File: src/rtl/code_alias_pkg.sv
package code_alias_pkg;

  typedef enum logic [1:0] {
    MODE_FLASH = 2'b00,
    MODE_SYS   = 2'b01,
    MODE_EXT   = 2'b10,
    MODE_SRAM  = 2'b11
  } remap_mode_e;

  typedef enum logic [2:0] {
    TGT_NONE  = 3'd0,
    TGT_FLASH = 3'd1,
    TGT_SYS   = 3'd2,
    TGT_SRAM  = 3'd3,
    TGT_EXT1  = 3'd4,
    TGT_EXT2  = 3'd5
  } target_e;

  // Strap pair to boot mode: primary strap low always means flash.
  function automatic remap_mode_e strap_to_mode(input logic s_a, input logic s_b);
    if (!s_a)     return MODE_FLASH;
    else if (!s_b) return MODE_SYS;
    else          return MODE_SRAM;
  endfunction

endpackage

File: src/rtl/boot_strap_sampler.sv
module boot_strap_sampler #(
  parameter int SAMPLE_EDGE = 4
) (
  input  logic clk,
  input  logic rst,
  input  logic standby_exit,
  output logic capture,
  output logic done_q,
  output logic release_q
);
  localparam int CW = (SAMPLE_EDGE > 1) ? $clog2(SAMPLE_EDGE) : 1;
  localparam logic [CW-1:0] LAST = CW'(SAMPLE_EDGE - 1);

  logic [CW-1:0] edge_cnt;

  // Fires on the edge that is the SAMPLE_EDGE-th since reset/standby exit.
  assign capture = !standby_exit && !done_q && (edge_cnt == LAST);

  always_ff @(posedge clk) begin
    if (rst) begin
      edge_cnt  <= '0;
      done_q    <= 1'b0;
      release_q <= 1'b0;
    end else if (standby_exit) begin
      edge_cnt  <= '0;
      done_q    <= 1'b0;
      release_q <= 1'b0;
    end else if (!done_q) begin
      if (edge_cnt == LAST) begin
        done_q    <= 1'b1;
        release_q <= 1'b1;
      end else begin
        edge_cnt <= edge_cnt + 1'b1;
      end
    end
  end
endmodule

File: src/rtl/remap_mode_reg.sv
module remap_mode_reg
  import code_alias_pkg::*;
(
  input  logic        clk,
  input  logic        rst,
  input  logic        capture,
  input  logic        strap_a,
  input  logic        strap_b,
  input  logic        done,
  input  logic        standby_exit,
  input  logic        wr,
  input  logic [1:0]  wdata,
  output remap_mode_e mode_q
);
  always_ff @(posedge clk) begin
    if (rst) begin
      mode_q <= MODE_FLASH;
    end else if (capture) begin
      mode_q <= strap_to_mode(strap_a, strap_b);
    end else if (wr && done && !standby_exit) begin
      mode_q <= remap_mode_e'(wdata);
    end
  end
endmodule

File: src/rtl/code_addr_decoder.sv
module code_addr_decoder
  import code_alias_pkg::*;
#(
  parameter int          AW              = 32,
  parameter logic [AW-1:0] FLASH_BASE    = 32'h0800_0000,
  parameter logic [AW-1:0] FLASH_BYTES   = 32'h0008_0000,
  parameter logic [AW-1:0] SYS_BASE      = 32'h1FFF_0000,
  parameter logic [AW-1:0] SYS_BYTES     = 32'h0000_7800,
  parameter logic [AW-1:0] SRAM_BASE     = 32'h2000_0000,
  parameter logic [AW-1:0] SRAM_BYTES    = 32'h0001_C000,
  parameter logic [AW-1:0] EXT_BASE      = 32'h6000_0000,
  parameter logic [AW-1:0] EXT_REGION    = 32'h0400_0000,
  parameter logic [AW-1:0] ALIAS_BYTES   = 32'h0020_0000
) (
  input  logic          clk,
  input  logic          rst,
  input  logic          accept,
  input  remap_mode_e   mode,
  input  logic [AW-1:0] addr,
  output logic          rsp_valid,
  output target_e       rsp_target,
  output logic [AW-1:0] rsp_addr,
  output logic          rsp_err
);
  localparam logic [AW-1:0] EXT_SPAN = EXT_REGION << 1;

  target_e       nx_tgt;
  logic [AW-1:0] nx_addr;
  logic          nx_err;

  // Selected alias memory for the non-external modes.
  target_e       al_tgt;
  logic [AW-1:0] al_base;
  logic [AW-1:0] al_size;

  function automatic logic in_win(input logic [AW-1:0] a,
                                  input logic [AW-1:0] base,
                                  input logic [AW-1:0] size);
    return (a >= base) && ((a - base) < size);
  endfunction

  always_comb begin
    unique case (mode)
      MODE_SYS:  begin al_tgt = TGT_SYS;   al_base = SYS_BASE;   al_size = SYS_BYTES;   end
      MODE_SRAM: begin al_tgt = TGT_SRAM;  al_base = SRAM_BASE;  al_size = SRAM_BYTES;  end
      default:   begin al_tgt = TGT_FLASH; al_base = FLASH_BASE; al_size = FLASH_BYTES; end
    endcase
  end

  always_comb begin
    nx_tgt  = TGT_NONE;
    nx_addr = '0;
    nx_err  = 1'b1;
    if (in_win(addr, FLASH_BASE, FLASH_BYTES)) begin
      nx_tgt = TGT_FLASH; nx_addr = addr; nx_err = 1'b0;
    end else if (in_win(addr, SYS_BASE, SYS_BYTES)) begin
      nx_tgt = TGT_SYS; nx_addr = addr; nx_err = 1'b0;
    end else if (in_win(addr, SRAM_BASE, SRAM_BYTES)) begin
      nx_tgt = TGT_SRAM; nx_addr = addr; nx_err = 1'b0;
    end else if (in_win(addr, EXT_BASE, EXT_SPAN)) begin
      nx_tgt  = ((addr - EXT_BASE) < EXT_REGION) ? TGT_EXT1 : TGT_EXT2;
      nx_addr = addr;
      nx_err  = 1'b0;
    end else if (mode == MODE_EXT) begin
      if (addr < EXT_SPAN) begin
        nx_tgt  = (addr < EXT_REGION) ? TGT_EXT1 : TGT_EXT2;
        nx_addr = EXT_BASE + addr;
        nx_err  = 1'b0;
      end
    end else if (addr < ALIAS_BYTES && addr < al_size) begin
      nx_tgt  = al_tgt;
      nx_addr = al_base + addr;
      nx_err  = 1'b0;
    end
  end

  always_ff @(posedge clk) begin
    if (rst) begin
      rsp_valid  <= 1'b0;
      rsp_target <= TGT_NONE;
      rsp_addr   <= '0;
      rsp_err    <= 1'b0;
    end else begin
      rsp_valid <= accept;
      if (accept) begin
        rsp_target <= nx_tgt;
        rsp_addr   <= nx_addr;
        rsp_err    <= nx_err;
      end
    end
  end
endmodule

File: src/rtl/code_alias_ctrl.sv
module code_alias_ctrl
  import code_alias_pkg::*;
#(
  parameter int SAMPLE_EDGE = 4,
  parameter int AW          = 32
) (
  input  logic          clk,
  input  logic          rst,
  input  logic          standby_exit,
  input  logic          strap_a,
  input  logic          strap_b,
  output logic          gpio_release,
  output logic          boot_done,
  input  logic          remap_wr,
  input  logic [1:0]    remap_wdata,
  output logic [1:0]    remap_q,
  input  logic          req_valid,
  input  logic [AW-1:0] req_addr,
  output logic          req_ready,
  output logic          rsp_valid,
  output logic [2:0]    rsp_target,
  output logic [AW-1:0] rsp_addr,
  output logic          rsp_err
);
  logic        capture;
  remap_mode_e mode;
  target_e     tgt;

  boot_strap_sampler #(.SAMPLE_EDGE(SAMPLE_EDGE)) i_sampler (
    .clk          (clk),
    .rst          (rst),
    .standby_exit (standby_exit),
    .capture      (capture),
    .done_q       (boot_done),
    .release_q    (gpio_release)
  );

  remap_mode_reg i_mode (
    .clk          (clk),
    .rst          (rst),
    .capture      (capture),
    .strap_a      (strap_a),
    .strap_b      (strap_b),
    .done         (boot_done),
    .standby_exit (standby_exit),
    .wr           (remap_wr),
    .wdata        (remap_wdata),
    .mode_q       (mode)
  );

  code_addr_decoder #(.AW(AW)) i_dec (
    .clk        (clk),
    .rst        (rst),
    .accept     (req_valid && boot_done),
    .mode       (mode),
    .addr       (req_addr),
    .rsp_valid  (rsp_valid),
    .rsp_target (tgt),
    .rsp_addr   (rsp_addr),
    .rsp_err    (rsp_err)
  );

  assign remap_q    = mode;
  assign rsp_target = tgt;
  assign req_ready  = boot_done;
endmodule

File: config.mk
export PLATFORM = sky130hd
export DESIGN_NAME = code_alias_ctrl
export DESIGN_NICKNAME = d
export VERILOG_FILES = /design/src/rtl/code_alias_pkg.sv /design/src/rtl/boot_strap_sampler.sv /design/src/rtl/remap_mode_reg.sv /design/src/rtl/code_addr_decoder.sv /design/src/rtl/code_alias_ctrl.sv
export SDC_FILE = /design/constraint.sdc
export NUM_CORES = 1
export LEC_CHECK = 0
export BUFFER_PORTS_ARGS = -buffer_cell sky130_fd_sc_hd__buf_2
export CAP_MARGIN = 20
export CELL_PAD_IN_SITES_DETAIL_PLACEMENT = 0
export CELL_PAD_IN_SITES_GLOBAL_PLACEMENT = 1
export CORE_ASPECT_RATIO = 0.9
export CORE_MARGIN = 4
export CORE_UTILIZATION = 37
export CTS_CLUSTER_DIAMETER = 200
export DETAILED_ROUTE_END_ITERATION = 10
export PLACE_DENSITY_LB_ADDON = 0.3
export SLEW_MARGIN = 20
export SYNTH_ARGS = -nofsm -noshare
export SYNTH_HDL_FRONTEND = slang
export SYNTH_SLANG_ARGS = --single-unit
File: constraint.sdc
create_clock -name clk -period 3.95 [get_ports clk]
set_clock_uncertainty 0.2 [all_clocks]
set_input_delay 0.79 -clock clk [delete_from_list [all_inputs] [get_ports clk]]
set_output_delay 0.79 -clock clk [all_outputs]
set_load 0.01 [all_outputs]
After elaboration in Yosys (flattened, before gate mapping)
Cells that the tools add are included.
{"block": "word_totals", "input_bits": 41, "register_bits": 43, "word_cells": 82, "out_inout_bits": 42}
{"block": "op_classes", "magnitude_cmp": 13, "add_sub_neg": 7, "reduce_logical": 16, "n_mux": 32, "n_bitwise": 2, "n_eq_ne": 4}
{"cell": "$mux W32", "count": 7}
{"cell": "$lt A32 B27 Y1 const B", "count": 2}
{"cell": "$lt A32 B28 Y1 const B", "count": 2}
{"cell": "$pmux W30 S2", "count": 1}
{"cell": "$pmux W20 S2", "count": 1}
{"cell": "$add A30 B32 Y32", "count": 1}
{"cell": "$add A31 B32 Y32 const A", "count": 1}
{"cell": "$ge A32 B28 Y1 const B", "count": 1}
{"cell": "$ge A32 B29 Y1 const B", "count": 1}
{"cell": "$ge A32 B30 Y1 const B", "count": 1}
{"cell": "$ge A32 B31 Y1 const B", "count": 1}
{"cell": "$lt A32 B15 Y1 const B", "count": 1}
{"cell": "$lt A32 B17 Y1 const B", "count": 1}
{"cell": "$lt A32 B20 Y1", "count": 1}
{"cell": "$lt A32 B20 Y1 const B", "count": 1}
{"cell": "$lt A32 B22 Y1 const B", "count": 1}
{"cell": "$sub A32 B28 Y32 const B", "count": 1}
{"cell": "$sub A32 B29 Y32 const B", "count": 1}
{"cell": "$sub A32 B30 Y32 const B", "count": 1}
{"cell": "$sub A32 B31 Y32 const B", "count": 1}
{"cell": "$mux W3", "count": 6}
{"cell": "$mux W1", "count": 11}
{"cell": "$logic_and A1 B1 Y1", "count": 10}
{"cell": "$mux W2", "count": 5}
{"cell": "9 further kinds", "count": 14}

Depth between registers and ports, before layout
Gate-level depths: netlist of the first run.
{"block": "logic_depth", "depth_word": 10, "depth_mapped": 13, "ltp_nobuf": 9}

Cells and area by module
Synthesis of the first run repeated with hierarchy kept, for this count alone.
{"block": "hier_totals", "cells_unflattened": 306, "area_unflattened_um2": 2556.2}
{"mod": "code_addr_decoder", "seq_area_each_um2": 740.7, "area_each_um2": 2263.4, "instances": 1, "cells_each": 274}
{"mod": "boot_strap_sampler", "seq_area_each_um2": 80.1, "area_each_um2": 172.7, "instances": 1, "cells_each": 19}
{"mod": "remap_mode_reg", "seq_area_each_um2": 40.0, "area_each_um2": 106.4, "instances": 1, "cells_each": 11}
{"mod": "code_alias_ctrl", "seq_area_each_um2": 0.0, "area_each_um2": 13.8, "instances": 1, "cells_each": 2}

Worst setup path before layout of the first run
OpenSTA, ideal clock, no wires.
{"block": "synth_timing", "path_type": "input to register", "start": "input req_addr[28]", "end": "register i_dec.rsp_addr[5]", "arrival_time_ns": 2.656, "setup_ns": 0.117, "path_buffers": 3, "slack_ns": 0.977, "cell_stages": 11, "t_required_ns": 3.633, "cell_sequence": "clkbuf_1 -> inv_1 -> ha_1 -> nand3b_1 -> o21ai_0 -> o2111ai_1 -> nand3_1 -> o31a_1 -> buf_4 -> buf_4 -> a22o_1"}
{"block": "synth_between", "elab_chain_cells": 8, "word_cells_on_any_way": 27, "cone_classes": "4 x add/sub; 11 x order compare; 7 x mux; 5 x reduce/logical"}
{"element": "from (decl)", "line": "code_alias_ctrl.sv:18", "text": "input logic [AW-1:0] req_addr,"}
{"element": "branches (longest 7 deep; another with $sub A32 B31 Y32)"}
{"element": "$mux W32 (*)", "line": "code_addr_decoder.sv:54", "text": "if (in_win(addr, FLASH_BASE, FLASH_BYTES)) begin"}
{"element": "to (signal assigned)", "line": "code_addr_decoder.sv:87", "text": "rsp_addr <= nx_addr;"}
{"element": "to (decl)", "line": "code_addr_decoder.sv:22", "text": "output logic [AW-1:0] rsp_addr,"}
Every way passes the cells marked *.
A chain may end at the register's enable or synchronous reset.

Worst setup path after layout of the first run
{"block": "layout_timing", "start": "register i_mode.mode_q[0]", "end": "register i_dec.rsp_addr[12]"}
{"block": "layout_between", "elab_chain_cells": 10, "word_cells_on_any_way": 12, "cone_classes": "1 x order compare; 3 x eq/ne; 7 x mux; 1 x reduce/logical"}
{"element": "from (decl)", "line": "remap_mode_reg.sv:13", "text": "output remap_mode_e mode_q"}
{"element": "from (signal assigned)", "line": "remap_mode_reg.sv:19", "text": "mode_q <= strap_to_mode(strap_a, strap_b);"}
{"element": "from (signal assigned)", "line": "remap_mode_reg.sv:21", "text": "mode_q <= remap_mode_e'(wdata);"}
{"element": "$eq A2 B2 Y1 or $eq A2 B1 Y1 (tied branches)", "line": "code_addr_decoder.sv:43", "text": "unique case (mode)"}
{"element": "$pmux W20 S2", "line": "code_addr_decoder.sv:43"}
{"element": "$lt A32 B20 Y1", "line": "code_addr_decoder.sv:70", "text": "end else if (addr < ALIAS_BYTES && addr < al_size) begin"}
{"element": "$logic_and A1 B1 Y1", "line": "code_addr_decoder.sv:70"}
{"element": "$mux W32", "line": "code_addr_decoder.sv:70"}
{"element": "$mux W32 (*)", "line": "code_addr_decoder.sv:64", "text": "end else if (mode == MODE_EXT) begin"}
{"element": "$mux W32 (*)", "line": "code_addr_decoder.sv:60", "text": "end else if (in_win(addr, EXT_BASE, EXT_SPAN)) begin"}
{"element": "$mux W32 (*)", "line": "code_addr_decoder.sv:58", "text": "end else if (in_win(addr, SRAM_BASE, SRAM_BYTES)) begin"}
{"element": "$mux W32 (*)", "line": "code_addr_decoder.sv:56", "text": "end else if (in_win(addr, SYS_BASE, SYS_BYTES)) begin"}
{"element": "$mux W32 (*)", "line": "code_addr_decoder.sv:54"}
Mark *: on every way between the ends. The rest lies on a longest branch, timed or not.

==> flow_metrics.env, run 1 <==
export IMPL_vias=2661
export IMPL_clk_pin_slew_ps=90
export IMPL_cts_buffers=5
export IMPL_cp_max_fo=10
export IMPL_grt_max_degree=28
export IMPL_startpoint_type="register"
export IMPL_drcViolationCount=0
export IMPL_synthesis_instances=316
export IMPL_maxSlewViolCount=0
export IMPL_grt_ovfl_total=0
export IMPL_synthArstFlopShare_pct=0
export IMPL_synth_area_um2=2640
export IMPL_cap_viol_max_count=0
export IMPL_p_per_area_nw_per_um2=277.2
export IMPL_post_cts_buffers=0
export IMPL_fmax_mhz=298.9
export IMPL_start_util_pct=39.05
export IMPL_cpMaxStageDelayCell="dfxtp_1"
export IMPL_portBuffers=82
export IMPL_clkSinkCount=43
export IMPL_final_antenna_net_count=0
export IMPL_whs_path_depth=2
export IMPL_reg2reg_from="i_mode.mode_q[0]$_SDFFE_PP0P_"
export IMPL_post_dp_hpwl_mm=6.164
export IMPL_syn_num_nets=372
export IMPL_hp_class="register to register"
export IMPL_path_class="register to register"
export IMPL_grt_total_usage_pct=18.75
export IMPL_ff2ff_path_depth=9
export IMPL_critical_path_max_stage_delay_ps=560
export IMPL_fin_ws_ps=604.4
export IMPL_cts_hold_buf=0
export IMPL_pin_count=83
export IMPL_synth_cell_types=56
export IMPL_min_to="i_dec.rsp_target[1]$_SDFFE_PP0P_"
export IMPL_hold_viol=0
export IMPL_place_congestion=0.8691
export IMPL_cts_htree_levels=2
export IMPL_synth_edf_count=0
export IMPL_grt_pass1_wl_mm=13.13
export IMPL_drt_first_pass_iters=4
export IMPL_cts_repair_resized=0
export IMPL_rows=28
export IMPL_synthSimpleGateAreaFrac_pct=26.26
export IMPL_timing_rr_end="i_dec.rsp_addr[12]$_SDFFE_PP0P_"
export IMPL_hold_start="i_dec.rsp_target[1]$_SDFFE_PP0P_"
export IMPL_yosysSeqAreaShare_pct=32.61
export IMPL_dieArea_um2=8553
export IMPL_drtIter0Drc=160
export IMPL_routed_wl_mm=7.915
export IMPL_synth_top_family_by_area="simple AND/OR/NAND/NOR gates"
export IMPL_drive_above_1_share_pct=28.02
export IMPL_core_region_area_um2=6761
export IMPL_reg2reg_setup_slack_ps=600
export IMPL_worst_pin_slew_ps=596.7
export IMPL_min_period_over_period_pct=84.70
export IMPL_num_antenna_cells=0
export IMPL_synth_compound_area_share_pct=24.12
export IMPL_postSynthAreaPerCell_um2=8.355
export IMPL_use_met2_pct=31.20
export IMPL_finalSetupViolCount=0
export IMPL_power_leakage_nw=1.395
export IMPL_ys_warn_count=0
export IMPL_gr_usage_met3_pct=4.061
export IMPL_die_h_um=88.14
export IMPL_cts_tree="built"
export IMPL_rsz0062_at_grt="false"
export IMPL_synthFlopType="dfxtp_1"
export IMPL_maxSlewHeadroom_pct=59.85
export IMPL_vdd_drop_max_mv=0.1483
export IMPL_clockBufferDepth=2
export IMPL_grt_pass1_vias=2620
export IMPL_synthAdderAreaFrac_pct=7.109
export IMPL_clk_insertion_delay_late_ps=300
export IMPL_avgRoutedWirePerCell_um=16.52
export IMPL_vias_per_cell=5.555
export IMPL_setup_tns_final_ps=0
export IMPL_grt_util_met1_pct=25.07
export IMPL_worstPathCellList="nand2_1 > ha_1 > a21oi_1 > a2111oi_0 > o21a_1 > nor3_4 > o31a_1 > buf_4 > a22o_1"
export IMPL_worstPathArrival_ps=3340
export IMPL_gr_max_usage_layer="met2"
export IMPL_die_w_um=97.04
export IMPL_period_needed_ps=3346
export IMPL_cp_required_ps=3950
export IMPL_nets=444
export IMPL_root_buffer="clkbuf_8"
export IMPL_synth_xor_area_share_pct=2.322
export IMPL_crit_path_end_kind="register"
export IMPL_antenna_found_initial=0
export IMPL_synth_seq_cells=43
export IMPL_muxShareOfSynthArea_pct=1.706
export IMPL_dp_slack_ps=551.3
export IMPL_area_delta_synth_final_pct=21.90
export IMPL_outcome="complete, no violations"
==> through the flow <==
| stage | area (um^2) | hold slack [ps] | power [W] | utilization, % | std cells |
|---|---|---|---|---|---|
| 2_1_floorplan | 2640 | 276.2 | 0.0005041 | - | 316 |
| 3_3_place_gp | 3098 | 241.6 | 0.0005470 | 45.82 | 470 |
| 3_5_place_dp | 3098 | 242.1 | 0.0005469 | 45.82 | 470 |
| 4_1_cts | 3211 | 254.6 | 0.0008966 | 47.48 | 478 |
| 5_1_grt | 3218 | 281.2 | 0.0009301 | 47.59 | 479 |
| 6_report | 3218 | 255.8 | 0.0008921 | 47.59 | 479 |
==> synth_stat cells (2+ instances only) <==
master / n / share of area [%]
and2_1: 2 / 0.47
nor2_1: 32 / 4.5
a311oi_1: 3 / 1.0
ha_1: 15 / 7.1
dfxtp_1: 43 / 33
buf_2: 7 / 1.3
o41ai_1: 3 / 1.0
nor3b_1: 2 / 0.57
mux2i_1: 3 / 1.1
o22ai_1: 3 / 0.71
nand2_1: 17 / 2.4
or3_1: 4 / 0.95
nor4b_1: 2 / 0.66
nand3b_1: 4 / 1.1
xor2_1: 3 / 1.0
a31oi_1: 2 / 0.47
buf_4: 3 / 0.85
a211oi_1: 8 / 2.3
o21a_1: 4 / 1.1
nand3_1: 9 / 1.7
nor3_4: 2 / 1.2
a21oi_1: 19 / 3.6
inv_1: 7 / 1.0
a22o_1: 16 / 5.3
nor4_1: 7 / 1.7
or2_2: 2 / 0.47
or4_1: 6 / 1.7
and3_1: 3 / 0.71
xnor2_1: 4 / 1.3
nand4_1: 6 / 1.4
clkbuf_1: 15 / 2.1
nor2b_1: 5 / 1.2
nor3_1: 15 / 2.8
o21ai_0: 18 / 3.4
==> area by class of cell <==
cell class                      count  area (um^2)
Sequential cell                    43        860.8
Fill cell                         691         3543
Clock inverter                      3        43.79
Timing Repair Buffer               91        478.0
Clock buffer                        5        68.82
Multi-Input combinational cell    239         1624
Inverter                            8        30.03
Tap cell                           90        112.6
==> worst max-delay path by stage <==
stage | depth (start not counted) | slack, ps | startpoint | endpoint
2_1_floorplan | 11 | 980 | req_addr[28] | i_dec.rsp_addr[5]$_SDFFE_PP0P_
3_3_place_gp | 8 | 620 | req_addr[24] | i_dec.rsp_addr[11]$_SDFFE_PP0P_
3_5_place_dp | 8 | 550 | req_addr[24] | i_dec.rsp_addr[6]$_SDFFE_PP0P_
4_1_cts | 9 | 620 | i_mode.mode_q[0]$_SDFFE_PP0P_ | i_dec.rsp_addr[12]$_SDFFE_PP0P_
5_1_grt | 9 | 330 | i_mode.mode_q[0]$_SDFFE_PP0P_ | i_dec.rsp_addr[12]$_SDFFE_PP0P_
6_report | 9 | 600 | i_mode.mode_q[0]$_SDFFE_PP0P_ | i_dec.rsp_addr[12]$_SDFFE_PP0P_
==> layer usage <==
metal,vias to the layer above,routed length (um)
li1,1332,-
met1,1247,3706
met2,71,3688
met3,11,441
met4,0,79
met5,-,0
==> cell usage in the layout (no fill, tap or decap), types with 3 or more instances in the layout <==
master	count
or4_1	6
o41ai_1	3
buf_4	9
clkbuf_8	5
ha_1	15
a22o_1	16
o22ai_1	3
inv_1	7
a21oi_1	19
xor2_1	3
a211oi_1	8
nor2b_1	5
nand4_1	6
nand3b_1	4
or3_1	4
nor2_1	32
dfxtp_1	43
o21ai_0	18
mux2i_1	3
nor3_1	15
buf_2	82
nand3_1	9
o21a_1	4
nand2_1	17
nor4_1	7
xnor2_1	4
and3_1	3
a311oi_1	3
==> state kept, by name, summed over array words and instances, names as in the netlist <==
name / cells
i_dec.rsp_err: 1
i_sampler.release_q: 1
i_dec.rsp_target: 3
i_dec.rsp_valid: 1
i_sampler.done_q: 1
i_sampler.edge_cnt: 2
i_dec.rsp_addr: 32
i_mode.mode_q: 2
==> critical path, delay by kind of cell, from the launching register on <==
kind / cells / cell delay [ps]
AOI/OAI and AO/OA: 5 / 1440
adders and majority gates: 1 / 390
buffers and inverters: 1 / 210
DFF: 1 / 560
and+or+nand+nor: 2 / 440
==> power breakdown <==
group | switching [W] | internal, W
combinational | 0.0000631 | 0.0000394
sequential | 0.00000115 | 0.000435
clock | 0.000165 | 0.000188
total | 0.000229 | 0.000663
==> logic make-up (layout without fill, tap and decap cells) <==
family	count (synthesis)	count (layout)
multiplexers	4	4
flip-flops	43	43
AO/OA/AOI/OAI	89	89
XOR/XNOR	7	7
buffers and inverters	34	107
AND/OR/NAND/NOR	124	124
adder cells (fa/ha/maj)	15	15
Power figures use the tool's default switching activity.
==> run 2: changes to the inputs <==
clock period = 3.4 ns   (was 3.95 ns; I/O delays follow)
==> flow_metrics.env, run 2 (synthesized netlist as in run 1, its figures left out) <==
export IMPL_start_util_pct=39.05
export IMPL_grt_pass1_vias=2487
export IMPL_seqPwrFrac_pct=48.6
export IMPL_p_total_w=0.001042
export IMPL_post_cts_buffers=0
export IMPL_drive_above_1_share_pct=28.46
export IMPL_vias_per_cell=5.454
export IMPL_outcome="complete, no violations"
export IMPL_final_antenna_net_count=0
export IMPL_critical_path_max_stage_delay_ps=740
export IMPL_clkSinkCount=43
export IMPL_final_area_um2=3233
export IMPL_area_delta_synth_final_pct=22.46
export IMPL_cts_htree_levels=2
export IMPL_ff2ff_path_depth=10
export IMPL_worstPathCellList="buf_4 > nor2b_1 > inv_2 > ha_1 > o21ai_0 > a21oi_1 > o21a_1 > nor3_4 > nor4_1 > nor4_1"
export IMPL_clk_pin_slew_ps=80
export IMPL_cp_max_fo=11
export IMPL_worstPathArrival_ps=2960
export IMPL_post_dp_hpwl_mm=6.026
export IMPL_final_cell_mix="buf_2 (82), dfxtp_1 (43), nor2_1 (31), a21oi_1 (19), o21ai_0 (18)"
export IMPL_vdd_drop_max_mv=0.1934
export IMPL_worst_pin_slew_ps=826.2
export IMPL_p_per_area_nw_per_um2=322.2
export IMPL_multi_input_area_um2=1627
export IMPL_startpoint_type="register"
export IMPL_rsz0062_at_grt="false"
export IMPL_hold_viol=0
export IMPL_routed_wl_mm=7.748
export IMPL_layout_commonest_cell="buf_2"
export IMPL_critPathMostFrequentCell="nor4_1"
export IMPL_cts_buffers=5
export IMPL_antenna_found_initial=0
export IMPL_vias=2618
export IMPL_drt_first_pass_iters=5
export IMPL_grt_max_degree=28
export IMPL_period_needed_ps=3003
export IMPL_combPwrFrac_pct=11.5
export IMPL_die_h_um=88.14
export IMPL_setup_tns_final_ps=0
export IMPL_path_class="register to register"
export IMPL_top_regs="i_dec.rsp_addr: 32 flops, i_dec.rsp_target: 3 flops"
export IMPL_whs_path_depth=2
export IMPL_largest_reg_flops=32
export IMPL_place_area_um2=3113
export IMPL_portBuffers=82
export IMPL_crit_path_end_kind="register"
export IMPL_dieArea_um2=8553
export IMPL_drtIter0Drc=197
export IMPL_num_antenna_cells=0
export IMPL_cap_viol_max_count=0
export IMPL_clockBufferDepth=2
export IMPL_pin_count=83
export IMPL_maxSlewViolCount=0
export IMPL_switchingPower_w=0.0002529
export IMPL_fmax_mhz=333.0
export IMPL_clk_insertion_delay_late_ps=300
export IMPL_cts_repair_resized=0
export IMPL_seq_area_um2=860.8
export IMPL_hp_class="register to register"
export IMPL_grt_ovfl_total=0
export IMPL_place_congestion=0.8629
export IMPL_maxSlewHeadroom_pct=44.41
export IMPL_grt_pass1_wl_mm=12.66
export IMPL_nets=445
export IMPL_core_region_area_um2=6761
export IMPL_power_internal_w=0.0007889
export IMPL_cts_hold_buf=0
export IMPL_cts_tree="built"
export IMPL_top_register="i_dec.rsp_addr"
export IMPL_finalSetupViolCount=0
export IMPL_p_sw_share_pct=24.27
export IMPL_die_w_um=97.04
export IMPL_cp_required_ps=3350
export IMPL_root_buffer="clkbuf_8"
export IMPL_avgRoutedWirePerCell_um=16.14
export IMPL_cpMaxStageDelayCell="nor4_1"
export IMPL_grt_total_usage_pct=18.10
export IMPL_power_leakage_nw=1.402
export IMPL_rows=28
export IMPL_clkPwrFrac_pct=39.9
export IMPL_n_fill_cell=718
export IMPL_drcViolationCount=0
export IMPL_min_period_over_period_pct=88.32
run 2: cell types whose count changed in the layout (fill, tap and decap cells not counted):
cell and delta:
buf_4 +1, clkinv_4 -1, nor2_1 -1, clkbuf_8 +1, nor2_2 +1
run 2: layout make-up:
cell class,count,share of cell area (%)
Timing Repair Buffer,92,15.02
Clock inverter,2,1.084
Sequential cell,43,26.63
Multi-Input combinational cell,239,50.31
Inverter,8,0.9288
Tap cell,90,3.483
Clock buffer,6,2.554
run 2: worst paths after layout:
path	from	endpoint	slack [ps]
hold reg to reg	i_dec.rsp_target[1]$_SDFFE_PP0P_	i_dec.rsp_target[1]$_SDFFE_PP0P_	260
hold / removal	i_dec.rsp_target[1]$_SDFFE_PP0P_	i_dec.rsp_target[1]$_SDFFE_PP0P_	260
setup / recovery	i_mode.mode_q[1]$_SDFFE_PP0P_	i_dec.rsp_addr[26]$_SDFFE_PP0P_	400
setup reg to reg	i_mode.mode_q[1]$_SDFFE_PP0P_	i_dec.rsp_addr[26]$_SDFFE_PP0P_	400
run 2: through the flow:
| stage | worst slack [ps] | cells | hold WS, ps | util [%] |
|---|---|---|---|---|
| final | 397.2 | 480 | 258.1 | 47.82 |
| after detailed placement | 137.3 | 472 | 248.2 | 46.04 |
| after global placement | 178.3 | 472 | 238.0 | 46.04 |
| after floorplan | 448.8 | 316 | 276.2 | - |
| after global routing | 39.17 | 480 | 284.5 | 47.82 |
| after CTS | 364.3 | 480 | 261.0 | 47.78 |
run 2: power groups by stage:
stage | sequential, W | combinational [W] | clock (W)
floorplan | 0.000519 | 0.0000670 | 0
global placement | 0.000518 | 0.000117 | 0
detailed placement | 0.000518 | 0.000117 | 0
CTS | 0.000506 | 0.000118 | 0.000428
global route | 0.000507 | 0.000133 | 0.000445
finish | 0.000506 | 0.000119 | 0.000416
run 2: critical path, delay by kind of cell (launching register included):
family	cells	cell delay, ps
adders and majority gates	1	300
DFF	1	350
and+or+nand+nor	4	1160
buffers and inverters	2	320
AOI/OAI and AO/OA	3	540
run 2: metal layers:
| metal | share of wire, % | vias up | track usage [%] | routed length, um |
|---|---|---|---|---|
| met1 | 48 | 1204 | 25.24 | 3694 |
| met2 | 45 | 77 | 29.32 | 3522 |
| met3 | 5.9 | 6 | 3.264 | 461 |
| li1 | - | 1331 | - | - |
| met5 | 0 | - | 0 | 0 |
| met4 | 0.90 | 0 | 4.209 | 70 |
